--- config.mk ---
export PLATFORM = sky130hd
export DESIGN_NAME = bus_arb
export DESIGN_NICKNAME = d
export VERILOG_FILES = /design/src/rtl/bus_arb_pkg.sv /design/src/rtl/bus_arb_cfg.sv /design/src/rtl/bus_arb_pick.sv /design/src/rtl/bus_arb_tmo.sv /design/src/rtl/bus_arb.sv
export SDC_FILE = /design/constraint.sdc
export NUM_CORES = 1
export LEC_CHECK = 0
export ABC_AREA = 0
export BUFFER_PORTS_ARGS = -buffer_cell sky130_fd_sc_hd__buf_2
export CAP_MARGIN = 25
export CORE_ASPECT_RATIO = 0.5
export CORE_MARGIN = 4
export CORE_UTILIZATION = 55
export CTS_BUF_LIST = sky130_fd_sc_hd__clkbuf_4 sky130_fd_sc_hd__clkbuf_8 sky130_fd_sc_hd__clkbuf_16
export DETAILED_ROUTE_END_ITERATION = 10
export GPL_TIMING_DRIVEN = 0
export PLACE_DENSITY = 0.89
export SLEW_MARGIN = 20
export SYNTH_ARGS = -nofsm -noshare
export SYNTH_HDL_FRONTEND = slang
export SYNTH_HIERARCHICAL = 1
export SYNTH_SLANG_ARGS = --single-unit
--- constraint.sdc ---
create_clock -name clk -period 8.13 [get_ports clk]
set_clock_uncertainty 0.05 [all_clocks]
set_input_delay 0.4065 -clock clk [delete_from_list [all_inputs] [get_ports clk]]
set_output_delay 0.4065 -clock clk [all_outputs]
set_load 0.1 [all_outputs]
--- src/rtl/bus_arb_pkg.sv ---
package bus_arb_pkg;
   // register bit of the lockout flag for a non-CPU master (index >= 1)
   function automatic int deny_pos(input int idx);
      return 2 * (idx - 1);
   endfunction

   // register bit of the preference flag; the CPU (index 0) has its own bit
   function automatic int pref_pos(input int idx, input int cpu_bit);
      return (idx == 0) ? cpu_bit : 2 * (idx - 1) + 1;
   endfunction
endpackage

--- src/rtl/bus_arb_cfg.sv ---
module bus_arb_cfg
   import bus_arb_pkg::*;
#(
   parameter int DATA_W       = 32,
   parameter int NREQ         = 5,
   parameter int CPU_PREF_BIT = 9,
   parameter int TMO_LSB      = 19,
   parameter int TMO_W        = 13,
   parameter logic [TMO_W-1:0] TMO_RST = '1
) (
   input  logic              clk,
   input  logic              rst_n,
   input  logic              we,
   input  logic [DATA_W-1:0] wdata,
   output logic [DATA_W-1:0] q,
   output logic [NREQ-1:0]   deny_vec,
   output logic [NREQ-1:0]   pref_vec,
   output logic [TMO_W-1:0]  tmo_lim,
   output logic              cfg_err
);
   function automatic logic [DATA_W-1:0] f_mask();
      logic [DATA_W-1:0] m;
      m = '0;
      for (int i = 0; i < NREQ; i++) begin
         m[pref_pos(i, CPU_PREF_BIT)] = 1'b1;
         if (i > 0) m[deny_pos(i)] = 1'b1;
      end
      for (int b = TMO_LSB; b < TMO_LSB + TMO_W; b++) m[b] = 1'b1;
      return m;
   endfunction

   function automatic logic [DATA_W-1:0] f_rst();
      logic [DATA_W-1:0] m;
      m = '0;
      for (int i = 1; i < NREQ; i++) m[deny_pos(i)] = 1'b1;
      m[TMO_LSB +: TMO_W] = TMO_RST;
      return m;
   endfunction

   localparam logic [DATA_W-1:0] WMASK   = f_mask();
   localparam logic [DATA_W-1:0] RST_VAL = f_rst();

   logic [DATA_W-1:0] ctl_q;
   logic [NREQ-1:0]   pref_raw;
   logic              multi_pref;

   always_ff @(posedge clk or negedge rst_n) begin
      if (!rst_n)  ctl_q <= RST_VAL;
      else if (we) ctl_q <= wdata & WMASK;
   end

   for (genvar i = 0; i < NREQ; i++) begin : g_field
      localparam int PB = pref_pos(i, CPU_PREF_BIT);
      assign pref_raw[i] = ctl_q[PB];
      if (i == 0) begin : g_cpu
         assign deny_vec[i] = 1'b0;
      end else begin : g_dev
         localparam int DB = deny_pos(i);
         assign deny_vec[i] = ctl_q[DB];
      end
   end

   assign multi_pref = ($countones(pref_raw) > 1);
   assign pref_vec   = multi_pref ? '0 : pref_raw;
   assign tmo_lim    = ctl_q[TMO_LSB +: TMO_W];
   assign q          = ctl_q;

   always_ff @(posedge clk or negedge rst_n) begin
      if (!rst_n)          cfg_err <= 1'b0;
      else if (multi_pref) cfg_err <= 1'b1;
   end

   assert_cfg_err_sticky_R6: assert property (@(posedge clk) disable iff (!rst_n)
      cfg_err |=> cfg_err);
   assert_pref_onehot_R6: assert property (@(posedge clk) disable iff (!rst_n)
      $onehot0(pref_vec));
endmodule

--- src/rtl/bus_arb_pick.sv ---
module bus_arb_pick #(
   parameter int NREQ  = 5,
   parameter int IDX_W = $clog2(NREQ)
) (
   input  logic [NREQ-1:0]  req_ok,
   input  logic [NREQ-1:0]  pref_vec,
   input  logic             pref_slot,
   input  logic [IDX_W-1:0] ptr,
   output logic [NREQ-1:0]  win,
   output logic             win_pref
);
   logic found;

   always_comb begin
      win      = '0;
      win_pref = 1'b0;
      found    = 1'b0;
      if (pref_slot && |(pref_vec & req_ok)) begin
         win      = pref_vec & req_ok;
         win_pref = 1'b1;
      end else begin
         for (int k = 1; k <= NREQ; k++) begin
            if (!found && req_ok[(int'(ptr) + k) % NREQ]) begin
               win[(int'(ptr) + k) % NREQ] = 1'b1;
               found = 1'b1;
            end
         end
      end
   end
endmodule

--- src/rtl/bus_arb_tmo.sv ---
module bus_arb_tmo #(
   parameter int TMO_W = 13
) (
   input  logic             clk,
   input  logic             rst_n,
   input  logic             load,
   input  logic [TMO_W-1:0] lim,
   input  logic             run,
   output logic             expire
);
   logic [TMO_W-1:0] cnt_q;

   always_ff @(posedge clk or negedge rst_n) begin
      if (!rst_n)                   cnt_q <= '0;
      else if (load)                cnt_q <= lim;
      else if (run && cnt_q != '0)  cnt_q <= cnt_q - 1'b1;
   end

   assign expire = run && (cnt_q == '0);

   assert_cnt_down_R7: assert property (@(posedge clk) disable iff (!rst_n)
      !$past(load) |-> (cnt_q <= $past(cnt_q)));
   assert_cnt_frozen_R8: assert property (@(posedge clk) disable iff (!rst_n)
      (!load && !run) |=> $stable(cnt_q));
endmodule

--- src/rtl/bus_arb.sv ---
module bus_arb
   import bus_arb_pkg::*;
#(
   parameter int DATA_W       = 32,
   parameter int NREQ         = 5,
   parameter int CPU_PREF_BIT = 9,
   parameter int TMO_LSB      = 19,
   parameter int TMO_W        = DATA_W - TMO_LSB,
   parameter logic [TMO_W-1:0] TMO_RST = '1
) (
   input  logic              clk,
   input  logic              rst_n,
   input  logic              cfg_we,
   input  logic [DATA_W-1:0] cfg_wdata,
   output logic [DATA_W-1:0] cfg_q,
   input  logic [NREQ-1:0]   req,
   input  logic              xfer_busy,
   output logic [NREQ-1:0]   gnt,
   output logic              bus_tmo,
   output logic              cfg_err
);
   localparam int IDX_W = $clog2(NREQ);

   if (TMO_LSB + TMO_W > DATA_W) begin : g_chk_tmo
      $error("timeout field exceeds register width");
   end
   if (2 * (NREQ - 1) > CPU_PREF_BIT || CPU_PREF_BIT >= TMO_LSB) begin : g_chk_cpu
      $error("CPU preference bit collides with another field");
   end
   if (NREQ < 2) begin : g_chk_n
      $error("arbiter needs at least two masters");
   end

   logic [NREQ-1:0]  deny_vec, pref_vec, req_ok, win;
   logic [TMO_W-1:0] tmo_lim;
   logic             win_pref, idle, issue, expire, run;
   logic [NREQ-1:0]  gnt_q;
   logic [IDX_W-1:0] ptr_q, win_idx;
   logic             slot_q, tmo_q;

   bus_arb_cfg #(
      .DATA_W(DATA_W), .NREQ(NREQ), .CPU_PREF_BIT(CPU_PREF_BIT),
      .TMO_LSB(TMO_LSB), .TMO_W(TMO_W), .TMO_RST(TMO_RST)
   ) u_cfg (
      .clk(clk), .rst_n(rst_n), .we(cfg_we), .wdata(cfg_wdata), .q(cfg_q),
      .deny_vec(deny_vec), .pref_vec(pref_vec), .tmo_lim(tmo_lim), .cfg_err(cfg_err)
   );

   assign req_ok = req & ~deny_vec;
   assign idle   = (gnt_q == '0);
   assign issue  = idle && (win != '0);
   assign run    = !idle && xfer_busy;

   bus_arb_pick #(.NREQ(NREQ), .IDX_W(IDX_W)) u_pick (
      .req_ok(req_ok), .pref_vec(pref_vec), .pref_slot(slot_q), .ptr(ptr_q),
      .win(win), .win_pref(win_pref)
   );

   bus_arb_tmo #(.TMO_W(TMO_W)) u_tmo (
      .clk(clk), .rst_n(rst_n), .load(issue), .lim(tmo_lim), .run(run), .expire(expire)
   );

   always_comb begin
      win_idx = '0;
      for (int i = 0; i < NREQ; i++) begin
         if (win[i]) win_idx = IDX_W'(i);
      end
   end

   always_ff @(posedge clk or negedge rst_n) begin
      if (!rst_n) begin
         gnt_q  <= '0;
         ptr_q  <= IDX_W'(NREQ - 1);
         slot_q <= 1'b0;
         tmo_q  <= 1'b0;
      end else begin
         tmo_q <= 1'b0;
         if (idle) begin
            if (issue) begin
               gnt_q  <= win;
               slot_q <= ~slot_q;
               if (!win_pref) ptr_q <= win_idx;
            end
         end else if ((gnt_q & req) == '0) begin
            gnt_q <= '0;
         end else if (expire) begin
            gnt_q <= '0;
            tmo_q <= 1'b1;
         end
      end
   end

   assign gnt     = gnt_q;
   assign bus_tmo = tmo_q;

   assert_gnt_onehot_R9: assert property (@(posedge clk) disable iff (!rst_n)
      $onehot0(gnt_q));
   assert_gnt_requested_R9: assert property (@(posedge clk) disable iff (!rst_n)
      ((gnt_q != '0) && ($past(gnt_q) == '0)) |-> ((gnt_q & $past(req)) == gnt_q));
   assert_gnt_not_denied_R3: assert property (@(posedge clk) disable iff (!rst_n)
      ((gnt_q != '0) && ($past(gnt_q) == '0)) |-> ((gnt_q & $past(deny_vec)) == '0));
   assert_hold_R8: assert property (@(posedge clk) disable iff (!rst_n)
      ((gnt_q != '0) && ((gnt_q & req) != '0) && !expire) |=> (gnt_q == $past(gnt_q)));
   assert_tmo_pulse_R7: assert property (@(posedge clk) disable iff (!rst_n)
      tmo_q |=> !tmo_q);
   assert_tmo_release_R7: assert property (@(posedge clk) disable iff (!rst_n)
      tmo_q |-> (gnt_q == '0));
endmodule

==> results.md, run 1 <==
* Syn avg cell area at 8.68 um2
* Vias per cell at 6.21
* Smallest setup slack after layout at 0.600 ns
* Vias in the first global route at 4,922
* Seq/Total Area, Yosys at 21.6%
* Hold Fails Final Rpt at 0
* Number of diodes at 0
* Clock slew at reported path FFs at 0.06 ns
* Met2 WL at 6780 um
* Status: complete, no violations
* Synth Warn # at 6
* Utilization after layout at 63.8%
* Min Tclk post-route at 7.53 ns
* # DRC at 0
* Worst-Margin Slew at 0.720 ns
* # port buffers at 58
* Clk_lat worst skew at 0.28 ns
* Area share of the largest cell type after synthesis at 12.9%
* RSZ-0062 raised after global routing: no
* Initial DRC count at 493
* Site row count at 25
* Initial antenna violation count at 0
* Largest net degree at the start of global routing at 47
* Crit-path slowest cell: dfrtp_1
* Final Cycle Share at 92.6%
* Root Buffer Master: clkbuf_16
* NumNets Final at 779
* HPWL Detailed at 11,200 um
* Synth unique cells at 107
* Die area at 0.0116 mm2
* Max Cap Violations at 0
* Core area at 0.00954 mm2
* Mean routed wirelength per cell at 17.1 um
* Initial Util at 57.0%
* Most numerous cell in the Yosys netlist: nand2_1
* Clk sinks at 46
* Synth Instances at 626
* 1st-pass router iterations at 5
* Worst setup SP type: register
* FMAX at 133 MHz
* Dominant cells by area after synthesis: dfrtp_1 13%, dfstp_2 8.7%, ha_1 8.3%, buf_4 4.7%, mux2_4 4.1%
* Cts bufs inserted at 5
* Met3 wire length at 1150 um
* Max VDD drop at 0.294 mV
* Via Count at 5,196
* GRT Overall Usage at 24.6%
* Fill cells at 784
* DP Worst Slack at 0.412 ns
* Synth-to-layout area growth at 12.0%
* Die width at 149 um
* Post-DRT Antenna Nets at 0
* Pins Over Slew Limit at 0
* Dominant cell type by area after synthesis: dfrtp_1
* Clk buf depth at 2
* Share of layout cells above drive strength 1 at 29.1%
* Prevailing post-synth register cell: dfrtp_1
* CP max FO at 10
* Post-synth EDFFs at 0
* Number of I/O pins at 80
* Gp weighted congestion at 0.994
* Crit. End Element: register
* Pwr Density at 466 mW/mm2
* Most instantiated cells after synthesis: 51 x nand2_1, 44 x nor2_1, 36 x ha_1
* Final wirelength at 14,300 um
* Highest metal used: met4
* Die height at 78.3 um
* Hold Slack at 0.0695 ns
* Yosys reg bits at 46
* Worst path max stage delay at 0.63 ns
* Critical Path RT at 8.21 ns
* Finish-stage setup viols at 0
* CTS resizes at 0
* Leak Pwr at 2.67 nW
* Mapped Area at 0.00543 mm2
* CTS tree: yes
* Worst hold path type: in -> async
* Post-synth ARST share at 100%
* Setup TNS at 0 ns
* CTS H-tree depth at 2
* Number of post-CTS setup repair buffers at 0
* Critical path type: reg -> reg
* Gr ovfl total at 0
* Slew Limit Headroom at 51.9%
* Crit path DAT at 7.61 ns
* DRT met1 WL at 6110 um
* Hold Buf Count CTS at 0
* First-pass GRT wire length at 24,000 um
==> cell families after synthesis <==
logic type / share of synthesized area (%)
xor gates and xnor gates: 2.99
buffers and inverters: 9.90
muxes: 8.40
other: 0.0690
and+or+nand+nor: 23.1
DFF: 21.6
adders and majority gates: 8.66
AOI/OAI and AO/OA: 25.3
==> path summary, 6_finish.rpt <==
| check | startpoint | to | slack [ns] | depth (start not counted) |
|---|---|---|---|---|
| min | rst_n | u_tmo/cnt_q[9] | 0.07 | 1 |
| min reg2reg | u_cfg/cfg_err | u_cfg/cfg_err | 0.42 | 1 |
| max | ptr_q[0] | u_tmo/cnt_q[8] | 0.60 | 27 |
| max in group asynchronous | rst_n | ptr_q[2] | 7.58 | 1 |
| max reg2reg | ptr_q[0] | u_tmo/cnt_q[8] | 0.60 | 27 |
| min in group clk | cfg_wdata[7] | u_cfg/q[7] | 0.30 | 3 |
==> placed cells by master (no fill, tap or decap), types with 7 or more instances in the layout <==
| cell type | Yosys | layout |
|---|---|---|
| buf_2 | 6 | 63 |
| nand2_1 | 51 | 51 |
| nor2_1 | 44 | 43 |
| ha_1 | 36 | 36 |
| buf_4 | 34 | 35 |
| inv_1 | 34 | 34 |
| dfrtp_1 | 28 | 28 |
| a21oi_1 | 27 | 27 |
| o21ai_0 | 24 | 24 |
| dfstp_2 | 18 | 18 |
| nand3_1 | 18 | 18 |
| a31oi_1 | 16 | 16 |
| nor3_1 | 15 | 15 |
| mux2_4 | 15 | 15 |
| nor2b_1 | 14 | 14 |
| mux2i_1 | 13 | 13 |
| conb_1 | 1 | 11 |
| o211ai_1 | 10 | 10 |
| mux2_2 | 9 | 9 |
| a211oi_1 | 9 | 9 |
| or3_1 | 7 | 7 |
| clkbuf_1 | 8 | 7 |
| xnor2_1 | 7 | 7 |
==> power breakdown <==
group	internal (W)	switching, W
clock	0.000117	0.0000790
combinational	0.000838	0.00141
sequential	0.000307	0.0000848
total	0.00126	0.00157
==> routing by layer <==
metal	vias to the layer above	track usage, %
li1	2457	-
met1	2445	32.1
met2	263	42.6
met3	31	3.69
met4	0	6.64
met5	-	0
==> stage by stage <==
| step | std cells | area (um2) | power (W) |
|---|---|---|---|
| 3_5_place_dp | 829 | 5930 | 0.00257 |
| 4_1_cts | 837 | 6080 | 0.00278 |
| 3_3_place_gp | 829 | 5930 | 0.00249 |
| 6_report | 837 | 6080 | 0.00283 |
| 2_1_floorplan | 636 | 5470 | 0.00214 |
| 5_1_grt | 837 | 6080 | 0.00306 |
==> cell type report <==
type	count	area [um2]	share of cell area, %
Multi-Input combinational cell	497	3760	61.8
Sequential cell	46	1170	19.3
Buffer	55	397	6.52
Timing Repair Buffer	58	293	4.81
Tap cell	135	169	2.78
Inverter	38	143	2.34
Clock buffer	6	133	2.18
Clock inverter	2	13.8	0.226
==> flip-flops by register name, summed over array words and instances (netlist names) <==
register / count
bus_tmo: 1
gnt: 5
ptr_q: 3
slot_q: 1
u_cfg/cfg_err: 1
u_cfg/q: 22
u_tmo/cnt_q: 13
==> worst max-delay path: cells and delay by family (launching register included) <==
family	cells	cell delay (ns)
multiplexers	1	0.14
flip-flops	1	0.63
adder cells (fa/ha/maj)	3	1.25
AO/OA/AOI/OAI	8	1.94
AND/OR/NAND/NOR	6	1.24
buffers and inverters	9	2.11
No activity file was read; power rests on OpenSTA's default activity.
==> run 2, diff against run 1 <==
- CAP_MARGIN: 25 -> 20
- CORE_MARGIN: 4 -> 2
==> results.md, run 2 (same netlist as run 1, synthesis figures left out) <==
* 1st-pass router iterations at 6 (+1)
* Worst path max stage delay at 0.58 ns (-0.05 ns)
* Clk pwr share at 8.1% (+1.2 points)
* Initial DRC count at 561 (+14%)
* Critical Path RT at 8.22 ns (about the same)
* Mean routed wirelength per cell at 17.3 um (+1.4%)
* Critical path type: reg -> reg
* Net Sw Frac at 54.8% (-0.63 points)
* RSZ-0062 raised after global routing: no
* NumNets Final at 779 (unchanged)
* Slew Limit Headroom at 34.4% (-18 points)
* Gr ovfl total at 0 (unchanged)
* CP max FO at 10 (unchanged)
* Core area at 0.00951 mm2 (-0.33%)
* R2r startpoint: ptr_q[0]
* Clk sinks at 46 (unchanged)
* Max Cap Violations at 0 (unchanged)
* First-pass GRT wire length at 23,000 um (-4.1%)
* Combinational fraction of design power at 78.1% (-1.1 points)
* Crit path DAT at 7.69 ns (+0.08 ns)
* Post-DRT Antenna Nets at 0 (unchanged)
* Placed Cells at 829 (unchanged)
* Initial Util at 57.1% (+0.19 points)
* Status: complete, no violations
* Fill cells at 765 (-2.4%)
* Die width at 145 um (-2.7%)
* Die area at 0.0107 mm2 (-7.7%)
* Most frequent cells in the layout: 64 x buf_2, 51 x nand2_1, 43 x nor2_1
* Bufs and invs on worst path at 9 (unchanged)
* Vias per cell at 6.26 (+0.79%)
* Setup slack, reg-to-reg at 0.53 ns (-0.07 ns)
* Share of layout cells above drive strength 1 at 29.1% (unchanged)
* Min Tclk post-route at 7.60 ns (+0.0739 ns)
* Number of I/O pins at 80 (unchanged)
* Cts bufs inserted at 5 (unchanged)
* FMAX at 132 MHz (-0.97%)
* Hold Fails Final Rpt at 0 (unchanged)
* Number of diodes at 0 (unchanged)
* Gp weighted congestion at 1.00 (+0.65%)
* Worst setup SP type: register
* # port buffers at 58 (unchanged)
* Initial antenna violation count at 0 (unchanged)
* Max VDD drop at 0.299 mV (+1.8%)
* CTS H-tree depth at 2 (unchanged)
* Most common cell after layout, fill and taps aside: buf_2
* Delay-heaviest family, CP: buffers and inverters
* Leak Pwr at 2.68 nW (+0.20%)
* Vias in the first global route at 4,700 (-4.5%)
* Sequential share of power at 13.8% (about the same)
* Pins Over Slew Limit at 0 (unchanged)
* Worst-Margin Slew at 0.984 ns (+0.264 ns)
* Clock slew at reported path FFs at 0.06 ns (about the same)
* HPWL Detailed at 11,000 um (-1.7%)
* Largest register FFs at 22 (unchanged)
* Die height at 74.3 um (-5.1%)
* CTS tree: yes
* Root Buffer Master: clkbuf_16
* Switching Power at 0.00157 W (about the same)
* Finish-stage setup viols at 0 (unchanged)
* Hold Slack at 0.236 ns (+0.167 ns)
* Clk buf depth at 2 (unchanged)
* Non-filler instance count after layout at 837 (unchanged)
* # DRC at 0 (unchanged)
* Number of cells on the critical path at 27 (unchanged)
* Via Count at 5,237 (+0.79%)
* Final Cycle Share at 93.5% (+0.91 points)
* Cells on worst reg2reg path at 27 (unchanged)
* Setup TNS at 0 ns (unchanged)
* Synth-to-layout area growth at 12.3%
* Largest net degree at the start of global routing at 47 (unchanged)
* Crit. End Element: register
* Worst hold path type: in -> async
* Pwr Density at 470 mW/mm2 (+0.84%)
* Int Power at 0.00130 W (+2.6%)
* Crit-path slowest cell: ha_1
* Final wirelength at 14,500 um (+1.4%)
* Clk_lat worst skew at 0.28 ns (about the same)
* GRT Overall Usage at 26.9% (+2.4 points)
* Reg2Reg Capture Point: u_tmo/cnt_q[10]
* Site row count at 25 (unchanged)
-- run 2: changes by cell type in the layout (fill, tap and decap cells not counted), sizes merged --
cell / change
bufinv: +1
clkinv: -2
clkbuf: +1
-- run 2: layout make-up --
| class | count | area (um2) | share of cell area (%) |
|---|---|---|---|
| well taps | 135 | 169 | 2.77 |
| multi-input cells | 497 | 3760 | 61.6 |
| clock inverters | 1 | 30.0 | 0.492 |
| repair buffers | 58 | 290 | 4.76 |
| inverters | 38 | 143 | 2.34 |
| flip-flops and latches | 46 | 1170 | 19.2 |
| plain buffers | 55 | 395 | 6.48 |
| clock buffers | 7 | 140 | 2.30 |
-- run 2: power by group through the flow --
stage | Clock (W) | Sequential, W | Combinational (W)
finish | 0.000231 | 0.000397 | 0.00224
global route | 0.000245 | 0.000408 | 0.00242
CTS | 0.000234 | 0.000393 | 0.00219
detailed placement | 0 | 0.000394 | 0.00217
global placement | 0 | 0.000390 | 0.00210
floorplan | 0 | 0.000484 | 0.00166
-- run 2: per-stage QoR --
stage | util [%] | instance area [um2] | total power [W] | worst slack (ns)
after floorplan | - | 5470 | 0.00214 | 2.06
after global placement | 62.4 | 5930 | 0.00249 | 0.573
after detailed placement | 62.4 | 5930 | 0.00256 | 0.431
after CTS | 64.2 | 6100 | 0.00282 | 0.351
after global routing | 64.2 | 6100 | 0.00307 | 0.00848
final | 64.2 | 6100 | 0.00287 | 0.526
-- run 2: how the worst max path moves through the flow --
stage          startpoint              end  slack [ns]
2_1_floorplan    ptr_q[0]  u_tmo/cnt_q[10]        2.06
3_3_place_gp     ptr_q[0]   u_tmo/cnt_q[8]        0.57
3_5_place_dp     ptr_q[0]   u_tmo/cnt_q[8]        0.43
4_1_cts          ptr_q[0]  u_tmo/cnt_q[10]        0.35
5_1_grt          ptr_q[0]  u_tmo/cnt_q[10]       0.008
6_report         ptr_q[0]  u_tmo/cnt_q[10]        0.53
-- run 2: metal layers --
| layer | track usage, % | part of all wire (%) | vias to the layer above |
|---|---|---|---|
| met5 | 0 | 0 | - |
| met1 | 34.6 | 42 | 2486 |
| li1 | - | - | 2450 |
| met2 | 47.6 | 47 | 255 |
| met3 | 4.38 | 7.7 | 46 |
| met4 | 8.09 | 2.5 | 0 |
-- run 2: what timing repair did --
| item | CTS | global route |
|---|---|---|
| resized for setup | 0 | 2 |
| hold buffers | 0 | 0 |
| buffers inserted | 0 | 0 |
| endpoints found under the setup margin | 0 | 12 |
==> run 3, diff against run 2 <==
- PLACE_DENSITY: 0.89 -> 0.74
==> results.md, run 3 (same netlist as run 1, synthesis figures left out) <==
* Worst-Margin Slew at 0.749 ns (-0.235 ns)
* Final Cycle Share at 91.8% (-1.7 points)
* Number of post-CTS setup repair buffers at 0 (unchanged)
* Worst hold path type: in -> async
* Utilization after layout at 64.1% (-0.092 points)
* Share of layout cells above drive strength 1 at 29.2% (+0.14 points)
* Clock slew at reported path FFs at 0.06 ns (about the same)
* Min Tclk post-route at 7.46 ns (-0.139 ns)
* Pins Over Slew Limit at 0 (unchanged)
* Root Buffer Master: clkbuf_16
* Setup TNS at 0 ns (unchanged)
* Number of diodes at 0 (unchanged)
* First-pass GRT wire length at 22,500 um (-2.3%)
* CP max FO at 10 (unchanged)
* CTS tree: yes
* Hold Fails Final Rpt at 0 (unchanged)
* NumNets Final at 779 (unchanged)
* Via Count at 5,111 (-2.4%)
* Slew Limit Headroom at 50.0% (+16 points)
* Core area at 0.00951 mm2 (unchanged)
* Site row count at 25 (unchanged)
* Vias per cell at 6.11 (-2.4%)
* Final wirelength at 14,200 um (-2.2%)
* Die width at 145 um (unchanged)
* Critical path type: reg -> reg
* Clk buf depth at 2 (unchanged)
* Initial antenna violation count at 0 (unchanged)
* Pwr Density at 465 mW/mm2 (-1.0%)
* Total power at 0.00284 W (-1.2%)
* Largest register FFs at 22 (unchanged)
* Initial DRC count at 406 (-28%)
* Max Cap Violations at 0 (unchanged)
* Clk sinks at 46 (unchanged)
* Status: complete, no violations
* Vias in the first global route at 4,501 (-4.2%)
* Post-DRT Antenna Nets at 0 (unchanged)
* Leak Pwr at 2.67 nW (about the same)
* Finish-stage setup viols at 0 (unchanged)
* HPWL Detailed at 10,900 um (-0.80%)
* Crit. End Element: register
* Critical Path RT at 8.23 ns (about the same)
* Gp weighted congestion at 0.942 (-5.8%)
* Hold Slack at 0.0698 ns (-0.166 ns)
* CTS H-tree depth at 2 (unchanged)
* Gr ovfl total at 0 (unchanged)
* Number of I/O pins at 80 (unchanged)
* GRT Overall Usage at 26.5% (-0.42 points)
* Largest net degree at the start of global routing at 47 (unchanged)
* Cts bufs inserted at 5 (unchanged)
* FMAX at 134 MHz (+1.9%)
* Non-filler instance count after layout at 837 (unchanged)
* Most frequent cells in the layout: 63 x buf_2, 51 x nand2_1, 43 x nor2_1
* Mean routed wirelength per cell at 16.9 um (-2.2%)
* Placed Cells at 829 (unchanged)
* RSZ-0062 raised after global routing: no
* Synth-to-layout area growth at 12.2%
* Most common cell after layout, fill and taps aside: buf_2
* Clk_lat worst skew at 0.28 ns (about the same)
* Initial Util at 57.1% (unchanged)
* Die height at 74.3 um (unchanged)
* Max VDD drop at 0.231 mV (-23%)
* Crit path DAT at 7.56 ns (-0.13 ns)
* Worst setup SP type: register
* Die area at 0.0107 mm2 (unchanged)
* 1st-pass router iterations at 5 (-1)
* # DRC at 0 (unchanged)
* # port buffers at 58 (unchanged)
==> run 3: final cells by class <==
cell class | instances | area [um2]
multi-input combinational | 497 | 3770
fill | 840 | 3410
sequential | 46 | 1170
buffer | 55 | 397
timing repair buffer | 58 | 293
tap | 135 | 169
clock buffer | 7 | 146
inverter | 38 | 143
clock inverter | 1 | 5.00
==> run 3: path summary, 6_finish.rpt <==
path	slack [ns]	depth (start not counted)	end	start
hold reg to reg	0.43	1	u_cfg/cfg_err	u_cfg/cfg_err
setup reg to reg	0.67	26	u_tmo/cnt_q[8]	ptr_q[0]
hold / removal	0.07	1	u_tmo/cnt_q[5]	rst_n
max in group asynchronous	7.56	1	u_tmo/cnt_q[6]	rst_n
setup / recovery	0.67	26	u_tmo/cnt_q[8]	ptr_q[0]
min in group clk	0.28	3	u_cfg/q[1]	cfg_wdata[1]
==> run 3: routing by layer <==
metal | GRT usage (%) | routed length (um) | vias up
met5 | 0 | 0 | -
met4 | 7.23 | 157 | 0
met3 | 3.86 | 904 | 10
met2 | 42.2 | 6380 | 187
met1 | 38.2 | 6750 | 2458
li1 | - | - | 2456
==> run 3: worst max-delay path, stage by stage, from the launching register on <==
cell and delay (ns):
dfrtp_1 0.64, buf_4 0.27, buf_6 0.16, clkbuf_2 0.26, clkbuf_1 0.39, inv_1 0.25, ha_1 0.60, buf_2 0.33
inv_1 0.18, ha_1 0.27, nor2_1 0.28, a211o_1 0.19, nand2_1 0.16, ha_1 0.32, nor2b_1 0.18, o31ai_1 0.53
o221ai_1 0.25, a211oi_2 0.36, nand3_1 0.13, a31oi_1 0.34, nor2_1 0.11, nor4b_4 0.15, nor2_2 0.33, inv_1 0.13
clkbuf_1 0.23, nor2_1 0.16, a31oi_1 0.05
==> run 3: through the flow <==
stage	worst slack, ns	area [um2]
floorplan	2.06	5470
global placement	0.321	5930
detailed placement	0.295	5930
CTS	0.242	6080
global route	0.0992	6100
finish	0.665	6100
==> run 3: what timing repair did <==
action,in CTS,in global routing
hold buffers,0,0
gates resized for setup,0,4
endpoints found under the setup margin,0,12
==> run 3: where the power goes <==
part	switching, W	internal [W]	total, W
registers	0.0000872	0.000307	0.000395
clock network	0.0000820	0.000125	0.000207
logic	0.00140	0.000837	0.00223
